`config.mk`:
```
export PLATFORM = sky130hd
export DESIGN_NAME = nand_range_guard
export DESIGN_NICKNAME = d
export VERILOG_FILES = /design/src/rtl/nrg_pkg.sv /design/src/rtl/nrg_ctrl.sv /design/src/rtl/nrg_datapath.sv /design/src/rtl/nand_range_guard.sv
export SDC_FILE = /design/constraint.sdc
export NUM_CORES = 1
export LEC_CHECK = 0
export CELL_PAD_IN_SITES_DETAIL_PLACEMENT = 0
export CELL_PAD_IN_SITES_GLOBAL_PLACEMENT = 1
export CORE_ASPECT_RATIO = 0.9
export CORE_MARGIN = 5
export CORE_UTILIZATION = 32
export CTS_CLUSTER_SIZE = 28
export DETAILED_ROUTE_END_ITERATION = 10
export DONT_BUFFER_PORTS = 1
export GPL_TIMING_DRIVEN = 0
export PLACE_DENSITY = 0.62
export SLEW_MARGIN = 20
export SYNTH_ARGS = -nofsm -noshare
export SYNTH_HDL_FRONTEND = slang
export SYNTH_SLANG_ARGS = --single-unit
```
`constraint.sdc`:
```
create_clock -name clk -period 2.15 [get_ports clk]
set_input_delay 0.43 -clock clk [delete_from_list [all_inputs] [get_ports clk]]
set_output_delay 0.43 -clock clk [all_outputs]
set_load 0.01 [all_outputs]
```
`src/rtl/nrg_pkg.sv`:
```
package nrg_pkg;
  typedef enum logic [1:0] {
    OP_READ  = 2'd0,
    OP_PROG  = 2'd1,
    OP_ERASE = 2'd2,
    OP_RSVD  = 2'd3
  } op_e;

  typedef struct packed {
    logic violation;
    logic flagClr;
    logic ctlWr;
    logic startWr;
    logic endWr;
    logic wake;
  } strobe_t;
endpackage

```
`src/rtl/nrg_ctrl.sv`:
```
module nrg_ctrl
  import nrg_pkg::*;
#(
  parameter int BLK_W = 11
) (
  input  logic             clk,
  input  logic             rstN,
  input  logic             upValid,
  output logic             upReady,
  input  logic [1:0]       upOp,
  input  logic [BLK_W-1:0] upBlk,
  output logic             dnValid,
  input  logic             dnReady,
  output logic [1:0]       dnOp,
  output logic [BLK_W-1:0] dnBlk,
  input  logic             softQ,
  input  logic             tightQ,
  input  logic [BLK_W-1:0] startQ,
  input  logic [BLK_W-1:0] endQ,
  input  logic             ctlWe,
  input  logic             startWe,
  input  logic             endWe,
  input  logic             flagClr,
  input  logic             wakeClr,
  output strobe_t          strobe
);
  logic isModify, lockOn, inWindow, allow;

  always_comb begin
    isModify = (upOp == OP_PROG) || (upOp == OP_ERASE);
    lockOn   = softQ | tightQ;
    inWindow = (upBlk >= startQ) && (upBlk < endQ);
    allow    = !lockOn || !isModify || inWindow;
  end

  assign dnValid = upValid & allow;
  assign upReady = allow ? dnReady : 1'b1;
  assign dnOp    = upOp;
  assign dnBlk   = upBlk;

  always_comb begin
    strobe.violation = upValid & ~allow;
    strobe.flagClr   = flagClr;
    strobe.ctlWr     = ctlWe;
    strobe.startWr   = startWe;
    strobe.endWr     = endWe;
    strobe.wake      = wakeClr;
  end

  // equal bounds leave no block open for modification
  p_equal_bounds_r5: assert property (@(posedge clk) disable iff (!rstN)
    (lockOn && startQ == endQ && isModify) |-> !dnValid);

  // reads are never refused
  p_read_pass_r6: assert property (@(posedge clk) disable iff (!rstN)
    (upValid && !isModify) |-> (dnValid && upReady == dnReady));

  // unlocked device forwards everything
  p_unlocked_pass_r8: assert property (@(posedge clk) disable iff (!rstN)
    (upValid && !softQ && !tightQ) |-> (dnValid && !strobe.violation));

  // a refused command is acknowledged and dropped
  p_refuse_ack_r7: assert property (@(posedge clk) disable iff (!rstN)
    strobe.violation |-> (upReady && !dnValid));
endmodule

```
`src/rtl/nrg_datapath.sv`:
```
module nrg_datapath
  import nrg_pkg::*;
#(
  parameter int BLK_W = 11
) (
  input  logic             clk,
  input  logic             rstN,
  input  strobe_t          strobe,
  input  logic             softIn,
  input  logic             tightIn,
  input  logic             irqEnIn,
  input  logic [BLK_W-1:0] startIn,
  input  logic [BLK_W-1:0] endIn,
  output logic             softQ,
  output logic             tightQ,
  output logic [BLK_W-1:0] startQ,
  output logic [BLK_W-1:0] endQ,
  output logic             flagQ,
  output logic             irq
);
  logic irqEnQ;

  always_ff @(posedge clk) begin
    if (!rstN) begin
      softQ  <= 1'b1;
      irqEnQ <= 1'b0;
    end else if (strobe.ctlWr) begin
      softQ  <= softIn;
      irqEnQ <= irqEnIn;
    end
  end

  always_ff @(posedge clk) begin
    if (!rstN)                          tightQ <= 1'b0;
    else if (strobe.wake)               tightQ <= 1'b0;
    else if (strobe.ctlWr && tightIn)   tightQ <= 1'b1;
  end

  always_ff @(posedge clk) begin
    if (!rstN) begin
      startQ <= '0;
      endQ   <= '0;
    end else begin
      if (strobe.startWr) startQ <= startIn;
      if (strobe.endWr)   endQ   <= endIn;
    end
  end

  always_ff @(posedge clk) begin
    if (!rstN)                 flagQ <= 1'b0;
    else if (strobe.violation) flagQ <= 1'b1;
    else if (strobe.flagClr)   flagQ <= 1'b0;
  end

  assign irq = flagQ & irqEnQ;

  // tight lock survives everything except wake
  p_tight_sticky_r3: assert property (@(posedge clk) disable iff (!rstN)
    (tightQ && !strobe.wake) |=> tightQ);

  p_wake_clears_r3: assert property (@(posedge clk) disable iff (!rstN)
    strobe.wake |=> !tightQ);

  // a violation always leaves the flag set, even against a clear
  p_flag_set_r10: assert property (@(posedge clk) disable iff (!rstN)
    strobe.violation |=> flagQ);

  p_flag_hold_r10: assert property (@(posedge clk) disable iff (!rstN)
    (flagQ && !strobe.flagClr) |=> flagQ);

  // interrupt never fires without the flag
  p_irq_needs_flag_r9: assert property (@(posedge clk) disable iff (!rstN)
    irq |-> flagQ);
endmodule

```
`src/rtl/nand_range_guard.sv`:
```
module nand_range_guard
  import nrg_pkg::*;
#(
  parameter int BLK_W = 11
) (
  input  logic             clk,
  input  logic             rstN,
  input  logic             upValid,
  output logic             upReady,
  input  logic [1:0]       upOp,
  input  logic [BLK_W-1:0] upBlk,
  output logic             dnValid,
  input  logic             dnReady,
  output logic [1:0]       dnOp,
  output logic [BLK_W-1:0] dnBlk,
  input  logic             ctlWe,
  input  logic             softIn,
  input  logic             tightIn,
  input  logic             irqEnIn,
  input  logic             startWe,
  input  logic [BLK_W-1:0] startIn,
  input  logic             endWe,
  input  logic [BLK_W-1:0] endIn,
  input  logic             flagClr,
  input  logic             wakeClr,
  output logic             softLockQ,
  output logic             tightLockQ,
  output logic [BLK_W-1:0] startQ,
  output logic [BLK_W-1:0] endQ,
  output logic             illegalFlag,
  output logic             irq
);
  strobe_t strobe;

  nrg_ctrl #(.BLK_W(BLK_W)) uCtrl (
    .clk(clk), .rstN(rstN),
    .upValid(upValid), .upReady(upReady), .upOp(upOp), .upBlk(upBlk),
    .dnValid(dnValid), .dnReady(dnReady), .dnOp(dnOp), .dnBlk(dnBlk),
    .softQ(softLockQ), .tightQ(tightLockQ), .startQ(startQ), .endQ(endQ),
    .ctlWe(ctlWe), .startWe(startWe), .endWe(endWe),
    .flagClr(flagClr), .wakeClr(wakeClr), .strobe(strobe)
  );

  nrg_datapath #(.BLK_W(BLK_W)) uDp (
    .clk(clk), .rstN(rstN), .strobe(strobe),
    .softIn(softIn), .tightIn(tightIn), .irqEnIn(irqEnIn),
    .startIn(startIn), .endIn(endIn),
    .softQ(softLockQ), .tightQ(tightLockQ), .startQ(startQ), .endQ(endQ),
    .flagQ(illegalFlag), .irq(irq)
  );
endmodule

```
# Yosys cells after proc, flatten, opt, wreduce, memory -nomap -nowiden
# Index checks and enable logic that the tools add are counted.
# totals
regBits,26
latch_bits,0
ramBits,0
mem_bits_ro,0
input_bits,47
output_inout_bits,41
wordCells,28
n_memories,0
# op_classes
add_sub_neg,0
multipliers,0
div_mod_pow,0
order_cmp,2
eq_ne,2
n_shift,0
n_mux,3
n_bitwise,6
n_reduce_logical,9
# ops
operator,n
>= comparator 11 bit,1
< comparator 11 bit,1
AND 1 bit,3
logical OR 1 bit,3
two-way mux 1 bit,3
equality test 2 x 1 -> 1 bit (second input constant),1
equality test 2 bit (second input constant),1
logical AND 1 bit,2
logical NOT 1 bit,2
NOT 1 bit,2
nonzero test 2 bit,1
OR reduction 2 bit,1
bitwise OR 1 bit,1

# Longest topological paths before layout
# Gate-level depths: netlist of the first run.
# depth
word_depth,8
ltp_mapped,7
ltp_nobuf,7

# By module
# A second synthesis of the first run with hierarchy kept.
# hier_totals
hier_cells,180
area_unflattened_um2,1664.1
# by_module_without_submodules
module,n_inst,cells_per_inst,area_per_inst_um2
nrg_datapath,1,83,973.4
nrg_ctrl,1,97,690.7

# Least setup slack after synthesis of the first run
# No wires, ideal clock.
# synth_timing
kind,register to output
startpoint,register uDp.startQ[10]
endpoint,output port dnValid
arrival_ns,1.690
t_required_ns,1.720
path_slack_ns,0.030
stages_incl_launch_ff,7
path_buffers,0
cell_sequence,dfxtp_1 > inv_1 > ha_1 > nand4_1 > nand2b_1 > a2111o_1 > a21boi_0
# synth_via
elab_chain_cells,4
# synth_rtl
item,line,rtl
from (decl),nrg_datapath.sv:16,"output logic [BLK_W-1:0] startQ,"
from (signal assigned),nrg_datapath.sv:44,if (strobe.startWr) startQ <= startIn;
>= comparator 11 bit,nrg_ctrl.sv:32,inWindow = (upBlk >= startQ) && (upBlk < endQ);
logical AND 1 bit,nrg_ctrl.sv:32,
logical OR 1 bit,nrg_ctrl.sv:33,allow = !lockOn || !isModify || inWindow;
AND 1 bit,nrg_ctrl.sv:36,assign dnValid = upValid & allow;
to (decl),nand_range_guard.sv:12,"output logic dnValid,"
# No other way between the ends.

# Final worst setup path of the first run
# layout_timing
startpoint,register uDp.startQ[9]
endpoint,output port upReady
# layout_via
elab_chain_cells,4
# layout_rtl
item,line,rtl
>= comparator 11 bit,nrg_ctrl.sv:32,
logical AND 1 bit,nrg_ctrl.sv:32,
logical OR 1 bit,nrg_ctrl.sv:33,
two-way mux 1 bit,nrg_ctrl.sv:37,assign upReady = allow ? dnReady : 1'b1;
to (decl),nand_range_guard.sv:9,"output logic upReady,"
# No other way between the ends.

==> run summary, run 1 <==
status -> finished, violations left
failing checks -> negative setup slack
Initial Util -> 33.1%
sequential share of power -> 47.0%
register area share after synthesis -> 32.3%
critical path type -> flop to primary output
Yosys Warn Count -> 0
clock root buffer master -> clkbuf_8
Worst-Margin Slew -> 0.337 ns
Startpoint Class -> flop
Clk Latency, worst-skew pair -> 0.27 ns
clock power share -> 34.2%
TritonRoute pass-1 iters -> 2
total leakage power -> 0.000801 uW
Critical Path RT -> 1.72 ns
FF+latch count, synth -> 26
worst setup margin -> -0.231 ns
first-pass GRT wire length -> 6510 um
Max IR drop VDD -> 0.332 mV
crit end category -> primary output
Critical-path top delay cell -> a2111o_1
final instance area -> 1900 um^2
Max stage delay on crit path -> 0.48 ns
share of layout cells above drive strength 1 -> 30.2%
drt total wl -> 3970 um
DRC viols -> 0
Tot GR Track Use -> 12.3%
CTS tree -> built
Switch Pwr -> 299 uW
post-route minimum period -> 2.38 ns
initial antenna violation count -> 0
max_slew headroom -> 77.6%
Die H -> 77.3 um
vias -> 1157
CTS Buffer Depth -> 2
GRT overflow -> 0
clk sinks -> 26
remaining antenna violation count -> 0
Post-Syn Area -> 1610 um^2
Comb pwr share -> 18.8%
Slew Limit Fails -> 0
register clock-pin slew on the reported worst setup and hold paths -> 0.09 ns
fin util -> 39.1%
Core Area -> 4860 um^2
Num CTS Buffers -> 3
critical-path cell list -> inv_4, ha_4, nand4_1, nand2b_1, a2111o_1, a21o_2
crit share post-route -> 111%
port buffer count -> 0
Initial DRC Count -> 22
Yosys cell types -> 26
HP Class -> primary input to flop
Internal -> 871 uW
Sw Share -> 25.5%
DR vias/cell -> 4.74
Area Overhead vs Synth -> 18.3%
Area after DPL -> 1690 um^2
maxcap violations -> 0
largest net degree at the start of global routing -> 16
Place WS -> -0.155 ns
DR WL/cell -> 16.3 um
critical path peak fanout -> 3
syn nets -> 243
final setup skew -> 0.00574 ns
Mapped Cells -> 175
Final #Nets -> 248
hold depth -> 1
fmax -> 420 MHz
die width -> 84.7 um
Worst Reg-to-Reg Cells -> 6
RePlAce Congestion -> 0.755
die area -> 6550 um^2
final hold violations -> 0
# setup viols final -> 2
arrival time worst endpoint -> 1.95 ns
RSZ-0062 raised after global routing -> yes
Tot Pwr -> 1170 uW
boundary pin count -> 88
Hold WS -> 0.224 ns
Detail Placement HPWL -> 3370 um
Syn Area/Cell -> 9.19 um^2
H-Tree Depth -> 1
vias in the first global route -> 1302
FP Rows -> 24
Power Dens Cells -> 615 nW/um^2
n_diodes -> 0
[stage by stage]
stage | TNS (ns) | cells
after detailed placement | -0.193 | 240
final | -0.438 | 244
after floorplan | 0 | 175
after global placement | -0.206 | 240
after global routing | -0.700 | 244
after CTS | -0.518 | 244
[path summary, 6_finish.rpt]
check	end	slack [ns]	start
worst max-delay path	upReady	-0.23	uDp.startQ[9]
worst min-delay path	uDp.tightQ	0.22	wakeClr
worst max register to register	uDp.flagQ	0.36	uDp.startQ[9]
worst min register to register	uDp.irqEnQ	0.54	uDp.irqEnQ
[layout make-up]
cell class	instances	area, um^2
Sequential cell	26	566
Tap cell	65	81.3
Inverter	21	83.8
Fill cell	490	2960
Clock inverter	1	30.0
Buffer	17	115
Clock buffer	3	41.3
Multi-Input combinational cell	111	986
[flip-flops by register name, summed over array words and instances (netlist names)]
signal	cells
uDp.endQ	11
uDp.startQ	11
uDp.flagQ	1
uDp.irqEnQ	1
uDp.softQ	1
uDp.tightQ	1
[worst max-delay path: cells and delay by family (launching register included)]
kind,cells,cell delay (ns)
DFF,1,0.39
and+or+nand+nor,2,0.27
adders and majority gates,1,0.26
buffers and inverters,1,0.04
AOI/OAI and AO/OA,2,0.72
[power by group through the flow]
stage                     Clock [uW]  Sequential [uW]  Combinational (uW)
after floorplan                    0              552                 167
after global placement             0              563                 192
after detailed placement           0              563                 200
after CTS                        419              551                 219
after global routing             443              556                 254
final                            401              550                 219
[layer usage]
metal  vias to the layer above  GRT usage [%]  routed length, um  share of wire, %
met4                         0           1.90                 29              0.73
met1                       514           14.0               1580                40
li1                        588              -                  -                 -
met5                         -              0                  0                 0
met2                        51           22.4               2000                50
met3                         4           4.39                364               9.2
[cells in the mapped netlist]
master    instances  area, um^2
nor3b_1           1        7.51
nand2_1           5        18.8
buf_4            13        97.6
mux2i_1          24         240
dfxtp_1          26         521
nand2b_1          2        12.5
a2111o_1          1        11.3
nor2_1            3        11.3
and2_1            1        6.26
ha_1             21         263
nand3_1           2        10.0
a21boi_0          1        7.51
inv_1            21        78.8
a21o_2            1        8.76
xnor2_1           1        8.76
o21ai_0           3        15.0
clkbuf_1          2        7.51
buf_2             2        10.0
and3b_1           1        8.76
nor2b_1          24         150
nand4_1           4        25.0
a21oi_1          12        60.1
a21o_1            1        7.51
o21ai_1           1        5.00
a211oi_1          1        7.51
a41o_1            1        10.0
[cell families (layout without fill, tap and decap cells)]
| family | after synthesis | in the layout | synth area share [%] |
|---|---|---|---|
| AOI/OAI and AO/OA | 22 | 22 | 8.24 |
| xor gates and xnor gates | 1 | 1 | 0.544 |
| adders and majority gates | 21 | 21 | 16.3 |
| buffers and inverters | 38 | 42 | 12.1 |
| DFF | 26 | 26 | 32.3 |
| muxes | 24 | 24 | 14.9 |
| and+or+nand+nor | 43 | 43 | 15.6 |
[cell usage in the layout (no fill, tap or decap), types with 7 or more instances in the layout]
cell / synthesis / layout
mux2i_1: 24 / 24
ha_4: 0 / 7
inv_1: 21 / 11
ha_1: 21 / 14
nor2b_1: 24 / 24
dfxtp_4: 0 / 10
dfxtp_1: 26 / 10
a21oi_1: 12 / 12
inv_2: 0 / 8
buf_4: 13 / 13
[repair_timing]
action / in CTS / in global routing
gates cloned: 0 / 0
setup endpoints to repair: 2 / 2
pin swaps: 10 / 6
gates resized for setup: 42 / 7
setup buffers: 0 / 0
hold buffers: 0 / 0
endpoints found under the hold margin: 0 / 0
No activity file was read; power rests on OpenSTA's default activity.
==> inputs of run 2 (changes only) <==
PLACE_DENSITY = 0.68   (was 0.62)
==> run 2 against run 1 <==
The run still ends with negative setup slack left. Sequential power barely moved. Combinational power increased by 3%. Routed wire length down 5.3%. Power fell by 10%. Hold slack improved by 0.0044 ns. Sequential share of layout area grew 0.24 points.
==> run summary, run 2 (synthesis results as in run 1) <==
status -> finished, violations left
failing checks -> negative setup slack
cts hold-fix bufs -> 0 (unchanged)
arrival time worst endpoint -> 1.94 ns (about the same)
Core Area -> 4860 um^2 (unchanged)
post-route minimum period -> 2.37 ns (-0.00753 ns)
boundary pin count -> 88 (unchanged)
fin util -> 39.1% (-0.051 points)
Num CTS Buffers -> 3 (unchanged)
Max IR drop VDD -> 0.239 mV (-28%)
HP Class -> primary input to flop
critical path peak fanout -> 3 (unchanged)
initial antenna violation count -> 0 (unchanged)
port buffer count -> 0 (unchanged)
final setup skew -> 0.00200 ns (-0.00373 ns)
Initial DRC Count -> 48 (+120%)
top flop regs -> uDp.endQ: 11 flops, uDp.startQ: 11 flops
leading cell types in the layout, fill and taps excluded -> nor2b_1 (24), mux2i_1 (24), ha_1 (14), buf_4 (13)
fmax -> 421 MHz (+0.32%)
register clock-pin slew on the reported worst setup and hold paths -> 0.09 ns (about the same)
Critical-path top delay cell -> a2111o_1
Area Overhead vs Synth -> 18.1%
Power Dens Cells -> 551 nW/um^2 (-10%)
n_diodes -> 0 (unchanged)
fillers -> 505 (+3.1%)
share of layout cells above drive strength 1 -> 33.7% (+3.5 points)
RSZ-0062 raised after global routing -> yes
total leakage power -> 0.000800 uW (about the same)
Final #Nets -> 248 (unchanged)
vias -> 1148 (-0.78%)
Slew Limit Fails -> 0 (unchanged)
clk sinks -> 26 (unchanged)
DR WL/cell -> 15.5 um (-4.9%)
crit-path leading delay family -> compound AO/OA/AOI/OAI gates
FP Rows -> 24 (unchanged)
RePlAce Congestion -> 0.698 (-7.5%)
critical-path cell list -> inv_2, ha_4, nand2_2, o21ai_2, nand2b_4, a2111o_1, a21o_2
TritonRoute pass-1 iters -> 4 (+2)
register area -> 569 um^2 (+0.66%)
Detail Placement HPWL -> 3040 um (-9.8%)
# setup viols final -> 2 (unchanged)
WP buf/inv -> 1 (unchanged)
largest net degree at the start of global routing -> 14 (-2)
CTS tree -> built
GRT overflow -> 0 (unchanged)
H-Tree Depth -> 1 (unchanged)
Initial Util -> 33.1% (unchanged)
Max stage delay on crit path -> 0.47 ns (about the same)
Tot GR Track Use -> 11.3% (-0.99 points)
CTS Buffer Depth -> 2 (unchanged)
DR vias/cell -> 4.72 (-0.37%)
first-pass GRT wire length -> 5980 um (-8.2%)
max_slew headroom -> 68.4% (-9.1 points)
critical path type -> flop to primary output
multi-input combinational cell area -> 1010 um^2 (+2.4%)
crit share post-route -> 110% (-0.35 points)
remaining antenna violation count -> 0 (unchanged)
Startpoint Class -> flop
clock root buffer master -> clkbuf_8
Worst-Margin Slew -> 0.474 ns (+0.137 ns)
Die H -> 77.3 um (unchanged)
final hold violations -> 0 (unchanged)
crit end category -> primary output
maxcap violations -> 0 (unchanged)
worst setup margin -> -0.224 ns (+0.00753 ns)
die width -> 84.7 um (unchanged)
Place WS -> -0.174 ns (-0.0186 ns)
die area -> 6550 um^2 (unchanged)
Critical Path RT -> 1.72 ns (about the same)
drt total wl -> 3760 um (-5.3%)
vias in the first global route -> 1168 (-10%)
Clk Latency, worst-skew pair -> 0.26 ns (about the same)
DRC viols -> 0 (unchanged)
[run 2: timing repair]
item | CTS | global route
gates resized for setup | 42 | 15
setup endpoints to repair | 2 | 2
pin swaps | 12 | 9
setup buffers | 0 | 0
[run 2: through the flow]
stage | setup TNS, ns | total power (uW) | cell area, um^2 | cells | hold slack [ns]
2_1_floorplan | 0 | 719 | 1610 | 175 | 0.474
3_3_place_gp | -0.213 | 760 | 1690 | 240 | 0.498
3_5_place_dp | -0.225 | 761 | 1690 | 240 | 0.511
4_1_cts | -0.503 | 1070 | 1860 | 243 | 0.215
5_1_grt | -0.622 | 1140 | 1900 | 243 | 0.214
6_report | -0.412 | 1050 | 1900 | 243 | 0.228
[run 2: final timing paths]
| check | from | end | cells after the start | slack (ns) |
|---|---|---|---|---|
| hold / removal | wakeClr | uDp.tightQ | 1 | 0.23 |
| setup / recovery | uDp.startQ[6] | upReady | 7 | -0.22 |
| setup reg to reg | uDp.startQ[6] | uDp.flagQ | 7 | 0.36 |
| hold reg to reg | uDp.irqEnQ | uDp.irqEnQ | 2 | 0.53 |
[run 2: worst register-to-register path, stage by stage (launching register included)]
cell      delay, ns
dfxtp_4        0.38
inv_2          0.05
ha_4           0.26
nand2_2        0.05
o21ai_2        0.17
nand2b_4       0.06
a2111o_1       0.47
a41o_1         0.25
[run 2: area by class of cell]
class	instances	share of cell area, %
clock buffer	3	2.17
inverter	21	4.41
tap	65	4.28
multi-input combinational	111	53.1
sequential	26	30.0
buffer	17	6.06
[run 2: power by group]
part	switching [uW]	internal [uW]	leakage, uW
clock	148	125	0.0000216
sequential	41.4	507	0.000224
combinational	107	118	0.000555
[run 2: per-layer routing]
layer  up-vias  global-route usage (%)  share of wire, %
met4         0                    3.80              0.96
li1        585                       -                 -
met1       510                    14.8                44
met2        51                    17.3                45
met3         2                    3.97               9.5
met5         -                       0                 0
